## config.mk

```make
export PLATFORM = sky130hd
export DESIGN_NAME = undo_redo_logger
export DESIGN_NICKNAME = d
export VERILOG_FILES = /design/src/rtl/ulog_pkg.sv /design/src/rtl/ulog_ring.sv /design/src/rtl/ulog_txn.sv /design/src/rtl/ulog_capture.sv /design/src/rtl/undo_redo_logger.sv
export SDC_FILE = /design/constraint.sdc
export NUM_CORES = 1
export LEC_CHECK = 0
export ABC_AREA = 1
export BUFFER_PORTS_ARGS = -buffer_cell sky130_fd_sc_hd__buf_2
export CORE_ASPECT_RATIO = 2
export CORE_MARGIN = 2
export CORE_UTILIZATION = 40
export DETAILED_ROUTE_END_ITERATION = 12
export GPL_TIMING_DRIVEN = 0
export PLACE_DENSITY = 0.7
export RECOVER_POWER = 100
export SLEW_MARGIN = 25
export SYNTH_ARGS = -nofsm -noshare
export SYNTH_HDL_FRONTEND = slang
export SYNTH_SLANG_ARGS = --single-unit
```

## constraint.sdc

```tcl
create_clock -name clk -period 3.06 [get_ports clk]
set_clock_uncertainty 0.2 [all_clocks]
set_input_delay 0.459 -clock clk [delete_from_list [all_inputs] [get_ports clk]]
set_output_delay 0.459 -clock clk [all_outputs]
set_load 0.02 [all_outputs]
```

## src/rtl/ulog_pkg.sv

```systemverilog
package ulog_pkg;

    localparam int ADDR_W = 32;
    localparam int WORD_W = 32;
    localparam int TXID_W = 8;
    localparam int KIND_W = 2;
    localparam int OP_W   = 2;

    typedef enum logic [OP_W-1:0] {
        OP_STORE  = 2'd0,
        OP_BEGIN  = 2'd1,
        OP_COMMIT = 2'd2,
        OP_RSVD   = 2'd3
    } req_op_e;

    typedef enum logic [KIND_W-1:0] {
        REC_NONE   = 2'd0,
        REC_BEGIN  = 2'd1,
        REC_DATA   = 2'd2,
        REC_COMMIT = 2'd3
    } rec_kind_e;

    typedef enum logic [2:0] {
        CS_IDLE,
        CS_LOOKUP,
        CS_FILL,
        CS_EMIT,
        CS_ACK
    } cap_state_e;

    typedef struct packed {
        rec_kind_e         kind;
        logic [TXID_W-1:0] txid;
        logic [ADDR_W-1:0] addr;
        logic [WORD_W-1:0] undo_w;
        logic [WORD_W-1:0] redo_w;
    } log_rec_t;

    localparam int REC_W = $bits(log_rec_t);

    function automatic log_rec_t make_marker(input rec_kind_e kind,
                                             input logic [TXID_W-1:0] id);
        log_rec_t r;
        r      = '0;
        r.kind = kind;
        r.txid = id;
        return r;
    endfunction

    function automatic log_rec_t make_data(input logic [TXID_W-1:0] id,
                                           input logic [ADDR_W-1:0] a,
                                           input logic [WORD_W-1:0] redo);
        log_rec_t r;
        r        = '0;
        r.kind   = REC_DATA;
        r.txid   = id;
        r.addr   = a;
        r.redo_w = redo;
        return r;
    endfunction

endpackage

```

## src/rtl/ulog_ring.sv

```systemverilog
module ulog_ring #(
    parameter int DEPTH = 16
) (
    input  logic                     clk,
    input  logic                     rst,
    input  logic                     push,
    input  logic                     reclaim,
    output logic [$clog2(DEPTH)-1:0] tail,
    output logic                     full
);
    localparam int AW    = $clog2(DEPTH);
    localparam int CNT_W = $clog2(DEPTH + 1);
    localparam logic [AW-1:0]    LAST_IDX = AW'(DEPTH - 1);
    localparam logic [CNT_W-1:0] CAP      = CNT_W'(DEPTH);

    logic [CNT_W-1:0] count_q;
    logic             pop;

    assign pop  = reclaim && (count_q != '0);
    assign full = (count_q == CAP);

    always_ff @(posedge clk) begin
        if (rst) begin
            count_q <= '0;
            tail    <= '0;
        end else begin
            if (push) begin
                tail <= (tail == LAST_IDX) ? '0 : tail + 1'b1;
            end
            case ({push, pop})
                2'b10:   count_q <= count_q + 1'b1;
                2'b01:   count_q <= count_q - 1'b1;
                default: count_q <= count_q;
            endcase
        end
    end

    // a record is never appended over an unreclaimed entry
    a_r11_no_overflow: assert property (@(posedge clk) disable iff (rst)
        push |-> !full);

endmodule

```

## src/rtl/ulog_txn.sv

```systemverilog
module ulog_txn
    import ulog_pkg::*;
(
    input  logic              clk,
    input  logic              rst,
    input  logic              rec_done,
    input  rec_kind_e         done_kind,
    output logic              txn_open,
    output logic [TXID_W-1:0] cur_id,
    output logic [TXID_W-1:0] next_id
);
    always_ff @(posedge clk) begin
        if (rst) begin
            txn_open <= 1'b0;
            cur_id   <= '0;
            next_id  <= '0;
        end else if (rec_done) begin
            case (done_kind)
                REC_BEGIN: begin
                    txn_open <= 1'b1;
                    cur_id   <= next_id;
                    next_id  <= next_id + 1'b1;
                end
                REC_COMMIT: txn_open <= 1'b0;
                default:    txn_open <= txn_open;
            endcase
        end
    end

    // a commit marker only leaves while its transaction is open
    a_r6_commit_when_open: assert property (@(posedge clk) disable iff (rst)
        (rec_done && done_kind == REC_COMMIT) |-> txn_open);

    // no second begin marker while a transaction is open
    a_r8_no_nested_begin: assert property (@(posedge clk) disable iff (rst)
        (rec_done && done_kind == REC_BEGIN) |-> !txn_open);

endmodule

```

## src/rtl/ulog_capture.sv

```systemverilog
module ulog_capture
    import ulog_pkg::*;
(
    input  logic              clk,
    input  logic              rst,
    input  logic              req_valid,
    input  logic [OP_W-1:0]   req_op,
    input  logic [ADDR_W-1:0] req_addr,
    input  logic [WORD_W-1:0] req_data,
    output logic              req_ready,
    input  logic              space_ok,
    input  logic              txn_open,
    input  logic [TXID_W-1:0] cur_id,
    input  logic [TXID_W-1:0] next_id,
    output logic              cache_lookup,
    output logic [ADDR_W-1:0] cache_addr,
    input  logic              cache_hit,
    input  logic [WORD_W-1:0] cache_rdata,
    output logic              cache_wr_en,
    output logic [WORD_W-1:0] cache_wr_data,
    output logic              fill_req,
    input  logic              fill_done,
    output logic              log_valid,
    input  logic              log_ready,
    output log_rec_t          log_rec
);
    cap_state_e state_q;
    log_rec_t   rec_q;
    logic       logged_q;

    always_ff @(posedge clk) begin
        if (rst) begin
            state_q  <= CS_IDLE;
            rec_q    <= '0;
            logged_q <= 1'b0;
        end else begin
            case (state_q)
                CS_IDLE: begin
                    if (req_valid && space_ok) begin
                        case (req_op_e'(req_op))
                            OP_STORE: begin
                                rec_q    <= make_data(cur_id, req_addr, req_data);
                                logged_q <= txn_open;
                                state_q  <= CS_LOOKUP;
                            end
                            OP_BEGIN: begin
                                if (!txn_open) begin
                                    rec_q   <= make_marker(REC_BEGIN, next_id);
                                    state_q <= CS_EMIT;
                                end else begin
                                    state_q <= CS_ACK;
                                end
                            end
                            OP_COMMIT: begin
                                if (txn_open) begin
                                    rec_q   <= make_marker(REC_COMMIT, cur_id);
                                    state_q <= CS_EMIT;
                                end else begin
                                    state_q <= CS_ACK;
                                end
                            end
                            default: state_q <= CS_ACK;
                        endcase
                    end
                end
                CS_LOOKUP: begin
                    if (cache_hit) begin
                        rec_q.undo_w <= cache_rdata;
                        state_q      <= logged_q ? CS_EMIT : CS_ACK;
                    end else begin
                        state_q <= CS_FILL;
                    end
                end
                CS_FILL: begin
                    if (fill_done) begin
                        state_q <= CS_LOOKUP;
                    end
                end
                CS_EMIT: begin
                    if (log_ready) begin
                        state_q <= CS_IDLE;
                    end
                end
                CS_ACK:  state_q <= CS_IDLE;
                default: state_q <= CS_IDLE;
            endcase
        end
    end

    assign cache_lookup  = (state_q == CS_LOOKUP);
    assign cache_addr    = rec_q.addr;
    assign cache_wr_en   = cache_lookup && cache_hit;
    assign cache_wr_data = rec_q.redo_w;
    assign fill_req      = cache_lookup && !cache_hit;
    assign log_valid     = (state_q == CS_EMIT);
    assign log_rec       = rec_q;
    assign req_ready     = (state_q == CS_ACK) || (log_valid && log_ready);

    // one fill request per miss
    a_r3_fill_once: assert property (@(posedge clk) disable iff (rst)
        fill_req |=> !fill_req);

    // exactly one merge per store
    a_r4_single_merge: assert property (@(posedge clk) disable iff (rst)
        cache_wr_en |=> !cache_wr_en);

    // a stalled record is held unchanged
    a_r9_hold_on_stall: assert property (@(posedge clk) disable iff (rst)
        (log_valid && !log_ready) |=> (log_valid && $stable(log_rec)));

endmodule

```

## src/rtl/undo_redo_logger.sv

```systemverilog
module undo_redo_logger
    import ulog_pkg::*;
#(
    parameter int LOG_DEPTH = 16
) (
    input  logic                         clk,
    input  logic                         rst,
    input  logic                         req_valid,
    output logic                         req_ready,
    input  logic [1:0]                   req_op,
    input  logic [31:0]                  req_addr,
    input  logic [31:0]                  req_data,
    output logic                         cache_lookup,
    output logic [31:0]                  cache_addr,
    input  logic                         cache_hit,
    input  logic [31:0]                  cache_rdata,
    output logic                         cache_wr_en,
    output logic [31:0]                  cache_wr_data,
    output logic                         fill_req,
    input  logic                         fill_done,
    output logic                         log_valid,
    input  logic                         log_ready,
    output logic [$clog2(LOG_DEPTH)-1:0] log_index,
    output logic [105:0]                 log_record,
    input  logic                         log_reclaim,
    output logic                         log_full
);
    logic              txn_open;
    logic [TXID_W-1:0] cur_id;
    logic [TXID_W-1:0] next_id;
    logic              rec_push;
    log_rec_t          rec;

    assign rec_push   = log_valid && log_ready;
    assign log_record = rec;

    ulog_capture u_capture (
        .clk           (clk),
        .rst           (rst),
        .req_valid     (req_valid),
        .req_op        (req_op),
        .req_addr      (req_addr),
        .req_data      (req_data),
        .req_ready     (req_ready),
        .space_ok      (!log_full),
        .txn_open      (txn_open),
        .cur_id        (cur_id),
        .next_id       (next_id),
        .cache_lookup  (cache_lookup),
        .cache_addr    (cache_addr),
        .cache_hit     (cache_hit),
        .cache_rdata   (cache_rdata),
        .cache_wr_en   (cache_wr_en),
        .cache_wr_data (cache_wr_data),
        .fill_req      (fill_req),
        .fill_done     (fill_done),
        .log_valid     (log_valid),
        .log_ready     (log_ready),
        .log_rec       (rec)
    );

    ulog_txn u_txn (
        .clk       (clk),
        .rst       (rst),
        .rec_done  (rec_push),
        .done_kind (rec.kind),
        .txn_open  (txn_open),
        .cur_id    (cur_id),
        .next_id   (next_id)
    );

    ulog_ring #(.DEPTH(LOG_DEPTH)) u_ring (
        .clk     (clk),
        .rst     (rst),
        .push    (rec_push),
        .reclaim (log_reclaim),
        .tail    (log_index),
        .full    (log_full)
    );

    // data records only leave while a transaction is open
    a_r7_data_inside_txn: assert property (@(posedge clk) disable iff (rst)
        (log_valid && rec.kind == REC_DATA) |-> txn_open);

    // nothing is looked up while the log is full
    a_r11_idle_when_full: assert property (@(posedge clk) disable iff (rst)
        log_full |-> !cache_lookup);

endmodule

```

==> After elaboration in Yosys (flattened, before gate mapping) <==
Cells that the tools add are included.
{ "op_classes": {"n_addsub": 4, "eq_ne": 21, "muxes": 18, "n_reduce_logical": 21} }
{ "op_table": {"columns": ["operator", "n"], "rows": [
  ["one-hot mux 106 bit (3 select lines)", 1],
  ["2-to-1 mux 106 bit", 2],
  ["2-to-1 mux 64 bit", 1],
  ["one-hot mux 32 bit (2 select lines)", 1],
  ["2-to-1 mux 32 bit", 1],
  ["2-to-1 mux 3 bit", 7],
  ["one-hot mux 3 bit (4 select lines)", 1],
  ["one-hot mux 5 bit (2 select lines)", 1],
  ["one-hot mux 3 bit (3 select lines)", 1],
  ["adder 8 x 1 -> 8 bit, second input constant", 1],
  ["!= test 2 bit, second input constant", 4],
  ["== test 2 x 1 -> 1 bit, second input constant", 3],
  ["== test 2 bit, second input constant", 3],
  ["== test 3 x 2 -> 1 bit, second input constant", 2],
  ["AND reduction 3 bit", 2],
  ["AND reduction 6 bit", 1],
  ["nonzero test 2 bit", 3],
  ["adder 5 x 1 -> 5 bit, second input constant", 1],
  ["== test 5 bit, second input constant", 1],
  ["logical AND 1 bit", 5],
  ["AND reduction 5 bit", 1],
  ["nonzero test 5 bit", 1],
  ["subtractor 5 x 1 -> 5 bit, second input constant", 1],
  ["adder 4 x 1 -> 4 bit, second input constant", 1],
  ["15 further kinds", 18]
]} }
{ "word_totals": {"regBits": 136, "in_bits": 105, "out_inout_bits": 180, "elab_cells": 76} }

==> Depth between registers and ports, before layout <==
{ "logic_depth": {"word_depth": 5, "depth_mapped": 15, "ltp_nobuf": 15} }

==> Modules after synthesis <==
A second synthesis with hierarchy kept.
{ "hier_totals": {"hier_cells": 1091, "hier_area_um2": 7098.1} }
{ "modules_own_cells": {"columns": ["module", "instances", "cells_per_inst", "area_per_inst_um2", "seq_area_each_um2"], "rows": [
  ["ulog_capture", 1, 901, 5775.5, 2202.1],
  ["ulog_txn", 1, 102, 730.7, 340.3],
  ["ulog_ring", 1, 85, 580.6, 180.2],
  ["undo_redo_logger", 1, 3, 11.3, 0.0]
]} }

==> Least setup slack after synthesis <==
Ideal clock, no wire load.
{ "synth_path": {"path_type": "input-to-reg", "from": "in log_ready", "to": "reg u_ring.count_q[4]", "setup_time_ns": 0.115, "arrival_ns": 1.931, "required_ns": 2.745, "setup_slack_ns": 0.815, "path_stages": 13, "n_path_buf": 0, "path_cell_list": "inv_1 -> nor2_2 -> inv_1 -> ha_1 -> xor2_1 -> ha_1 -> inv_1 -> nand2_1 -> nand3_1 -> a21oi_1 -> nand3_1 -> nand2_1 -> nor2_1"} }
{ "synth_via": {"elab_chain_cells": 3, "elab_cells_between_ends": 5, "cone_classes": "2 x eq/ne; 1 x mux; 2 x reduce/logical"} }
{ "synth_rtl": {"columns": ["item", "line_no", "rtl"], "rows": [
  ["start, declared", "undo_redo_logger.sv:22", "input logic log_ready,"],
  ["logical AND 1 bit *", "undo_redo_logger.sv:34", "assign rec_push = log_valid && log_ready;"],
  ["== test 2 x 1 -> 1 bit / == test 2 bit (equally long branches)", "ulog_ring.sv:30", "case ({push, pop})"],
  ["one-hot mux 5 bit (2 select lines) / nonzero test 2 bit (equally long branches)", null, null],
  ["end signal, assigned", "ulog_ring.sv:31", "2'b10: count_q <= count_q + 1'b1;"],
  ["end signal, assigned", "ulog_ring.sv:32", "2'b01: count_q <= count_q - 1'b1;"],
  ["end signal, assigned", "ulog_ring.sv:33", "default: count_q <= count_q;"],
  ["end, declared", "ulog_ring.sv:16", "logic [CNT_W-1:0] count_q;"]
]} }
Mark *: on every way between the ends. The rest lies on a longest branch, timed or not.
A chain may end at the register's enable or synchronous reset.

==> Worst setup path in the final report <==
{ "layout_path": {"from": "in req_op[0]", "to": "reg u_capture.rec_q, in the netlist u_capture.cache_wr_data[5]"} }
{ "layout_via": {"elab_chain_cells": 3, "elab_cells_between_ends": 8, "cone_classes": "4 x eq/ne; 1 x mux; 3 x reduce/logical"} }
{ "layout_rtl": {"columns": ["item", "line_no", "rtl"], "rows": [
  ["start, declared", "undo_redo_logger.sv:10", "input logic [1:0] req_op,"],
  ["== test 2 bit, or another cell as far along", "ulog_capture.sv:40", "case (req_op_e'(req_op))"],
  ["!= test 2 x 1 -> 1 bit (no source line), or another cell as far along", null, null],
  ["AND reduction 5 bit (no source line)", null, null],
  ["end signal, assigned", "ulog_capture.sv:42", "rec_q <= make_data(cur_id, req_addr, req_data);"],
  ["end signal, assigned", "ulog_capture.sv:48", "rec_q <= make_marker(REC_BEGIN, next_id);"],
  ["end signal, assigned", "ulog_capture.sv:56", "rec_q <= make_marker(REC_COMMIT, cur_id);"],
  ["end, declared", "ulog_capture.sv:28", "log_rec_t rec_q;"]
]} }
Parallel ways exist; a longest one is shown, timed or not.

==> results.md <==
* FF-to-FF setup slack at 0.45 ns
* Clock Latency Late Sink at 0.42 ns
* Final period utilization at 0.901
* Final setup viols at 0
* Synth Instances at 868
* Clock Sink Count at 136
* Die Ht at 182 µm
* WP data arrival at 2.90 ns
* First-pass GRT wire length at 30.2 mm
* DR vias/cell at 4.72
* Starting density of the core at 0.406
* DRC viols at 0
* Fin. Hold Viols at 0
* GPL Wtd Cong at 0.879
* Synth area leader: dfxtp_1
* Synth Register Bits at 136
* Worst Setup Start Kind: input port
* P&R area growth vs syn at 30.9%
* Sequential area share after synthesis at 0.428
* Initial antenna violation count at 2
* Port buffer count at 284
* Layout cell share with drive strength beyond 1 at 0.202
* Crit path kind: in2reg
* Die Wd at 93.2 µm
* Detailed Routing Iterations Pass 1 at 4
* Worst Setup EP: u_capture.cache_wr_data[5]$_SDFFE_PP0P_
* Worst IR Drop VDD at 0.455 mV
* Total CTS buffers at 17
* CTS-repair resized insts at 0
* Post-CTS Hold Fix Bufs at 0
* H-tree depth at 4
* Synth cell types at 32
* Overall global routing resource usage at 0.227
* Critical Path Start: req_op[0]
* Pwr per Cell Area at 664 nW/µm²
* Max Cap Violations at 0
* RR Startpoint: u_capture.state_q[0]$_SDFFE_PP0P_
* Row Count at 65
* Largest net degree at the start of global routing at 17
* DP HPWL at 15.3 mm
* Mapped Area at 6360 µm²
* Hold_ws at 0.0784 ns
* Detailed Route Iter0 Violations at 236
* Rel. slew slack at 0.461
* RSZ-0062 raised after global routing: false
* Outcome: finished, final reports clean
* Core ar. at 15700 µm²
* Actual slew at the worst max-slew pin at 0.802 ns
* Required @ worst endpoint at 3.21 ns
* CTS tree: yes
* Wire length per cell at 14.2 µm
* Worst R2R End: u_ring.count_q[4]$_SDFFE_PP0P_
* Syn. warnings at 0
* Main area contributors after synthesis: dfxtp_1 (43%), nand2_1 (12%), a21oi_1 (9.1%)
* Leakage at 0.00354 µW
* DR vias at 6536
* Clk pin slew, worst setup/hold paths at 0.06 ns
* Crit path time final at 2.76 ns
* Wirelength, routed at 19.7 mm
* Worst min path class: in2reg
* TNS Setup at 0 ns
* Clock tree buffer depth at 2
* Number of global-route vias before repair at 6021
* DIE AREA at 17000 µm²
* Final Max Tran Viols at 0
* Final ANT Viol Nets at 0
* Worst Setup End Kind: flop
* Syn Nets at 983
* Commonest cells after routing, fill and taps aside: nand2_1 (212), clkbuf_1 (212), dfxtp_1 (136), a21oi_1 (116), buf_2 (112)
* Fmax at 363 MHz
* Mean Syn Cell Area at 7.33 µm²
* Grt ovf at 0
* Core Util, Final at 0.531
* Num ports at 285
* Worst-path fanout max at 10
* Share of the synthesized area in the top cell type at 0.428
* Root Driver: clkbuf_16
* Nets at 1286
* Reg2Reg Depth at 13
* Setup bufs post-CTS at 0
[worst min path at each step]
stage | slack, ns | from | depth (start not counted) | endpoint
global route | 0.07 | cache_rdata[1] | 3 | u_capture.log_rec[33]$_SDFFE_PP0P_
detailed placement | 0.25 | u_txn.cur_id[2]$_SDFFE_PP0P_ | 2 | u_txn.cur_id[2]$_SDFFE_PP0P_
global placement | 0.24 | u_txn.cur_id[2]$_SDFFE_PP0P_ | 2 | u_txn.cur_id[2]$_SDFFE_PP0P_
floorplan | 0.23 | u_txn.cur_id[2]$_SDFFE_PP0P_ | 2 | u_txn.cur_id[2]$_SDFFE_PP0P_
CTS | 0.06 | cache_rdata[2] | 3 | u_capture.log_rec[34]$_SDFFE_PP0P_
finish | 0.08 | cache_rdata[2] | 3 | u_capture.log_rec[34]$_SDFFE_PP0P_
[final cells by class]
cell class,instances,area (µm²)
Antenna cell,2,5.00
Buffer,112,737
Clock buffer,21,470
Clock inverter,10,97.6
Fill cell,1661,7360
Inverter,82,309
Multi-Input combinational cell,538,2540
Sequential cell,136,2720
Tap cell,201,251
Timing Repair Buffer,284,1190
[through the flow]
stage,total power [µW],instance area [µm²],worst slack (ns),cells
after floorplan,3170,6360,0.815,868
after global placement,3660,8040,0.375,1353
after detailed placement,3680,8040,0.355,1353
final,5530,8330,0.303,1386
after global routing,5820,8330,0.0915,1386
after CTS,5660,8610,0.407,1384
[sequential cells by signal, indices dropped and copies added (netlist names)]
register,count
u_capture.log_rec,42
u_capture.cache_addr,32
u_capture.cache_wr_data,32
u_txn.cur_id,8
u_txn.next_id,8
u_ring.count_q,5
u_ring.tail,4
u_capture.state_q,3
u_capture.logged_q,1
u_txn.txn_open,1
[critical path: stages]
cell	delay (ns)
clkbuf_1	0.18
inv_1	0.10
ha_1	0.20
clkbuf_1	0.23
nand2_2	0.15
nand2_2	0.05
nor3_1	0.62
nand2_4	0.09
clkinvlp_2	0.26
buf_2	0.30
nand2_1	0.09
a21oi_1	0.16
[per-layer routing]
layer / wire length (µm) / share of wire / track usage / vias to the layer above
li1: - / - / - / 3331
met2: 10600 / 0.54 / 0.426 / 243
met4: 528 / 0.027 / 0.111 / 0
met5: 0 / 0 / 0 / -
met1: 7160 / 0.36 / 0.226 / 2929
met3: 1460 / 0.074 / 0.0590 / 33
[cell usage after synthesis, drive strengths merged]
library cell and n:
nand2 217, ha 10, nand3 16, a21oi 125, o31ai 2, nand4 35, clkinv 2, o21ai 41
a21boi 2, nor3 4, clkbuf 22, or2 1, xor2 6, nor2 75, xnor2 1, inv 80
buf 90, nand3b 1, dfxtp 136, o22ai 2
[power breakdown]
part / switching (µW) / leakage (µW) / internal, µW
logic: 1010 / 0.00217 / 501
registers: 122 / 0.00110 / 1920
clock network: 795 / 0.000259 / 1180
[logic make-up (layout without fill, tap and decap cells)]
| kind of cell | after synthesis | count (layout) | synth area share |
|---|---|---|---|
| compound gates | 172 | 172 | 0.143 |
| other cells | 0 | 2 | 0 |
| buf+inv | 194 | 509 | 0.167 |
| flops | 136 | 136 | 0.428 |
| simple gates | 349 | 349 | 0.233 |
| fa+ha+maj | 10 | 10 | 0.0197 |
| xor+xnor | 7 | 7 | 0.00963 |
No activity file was read; power rests on OpenSTA's default activity.
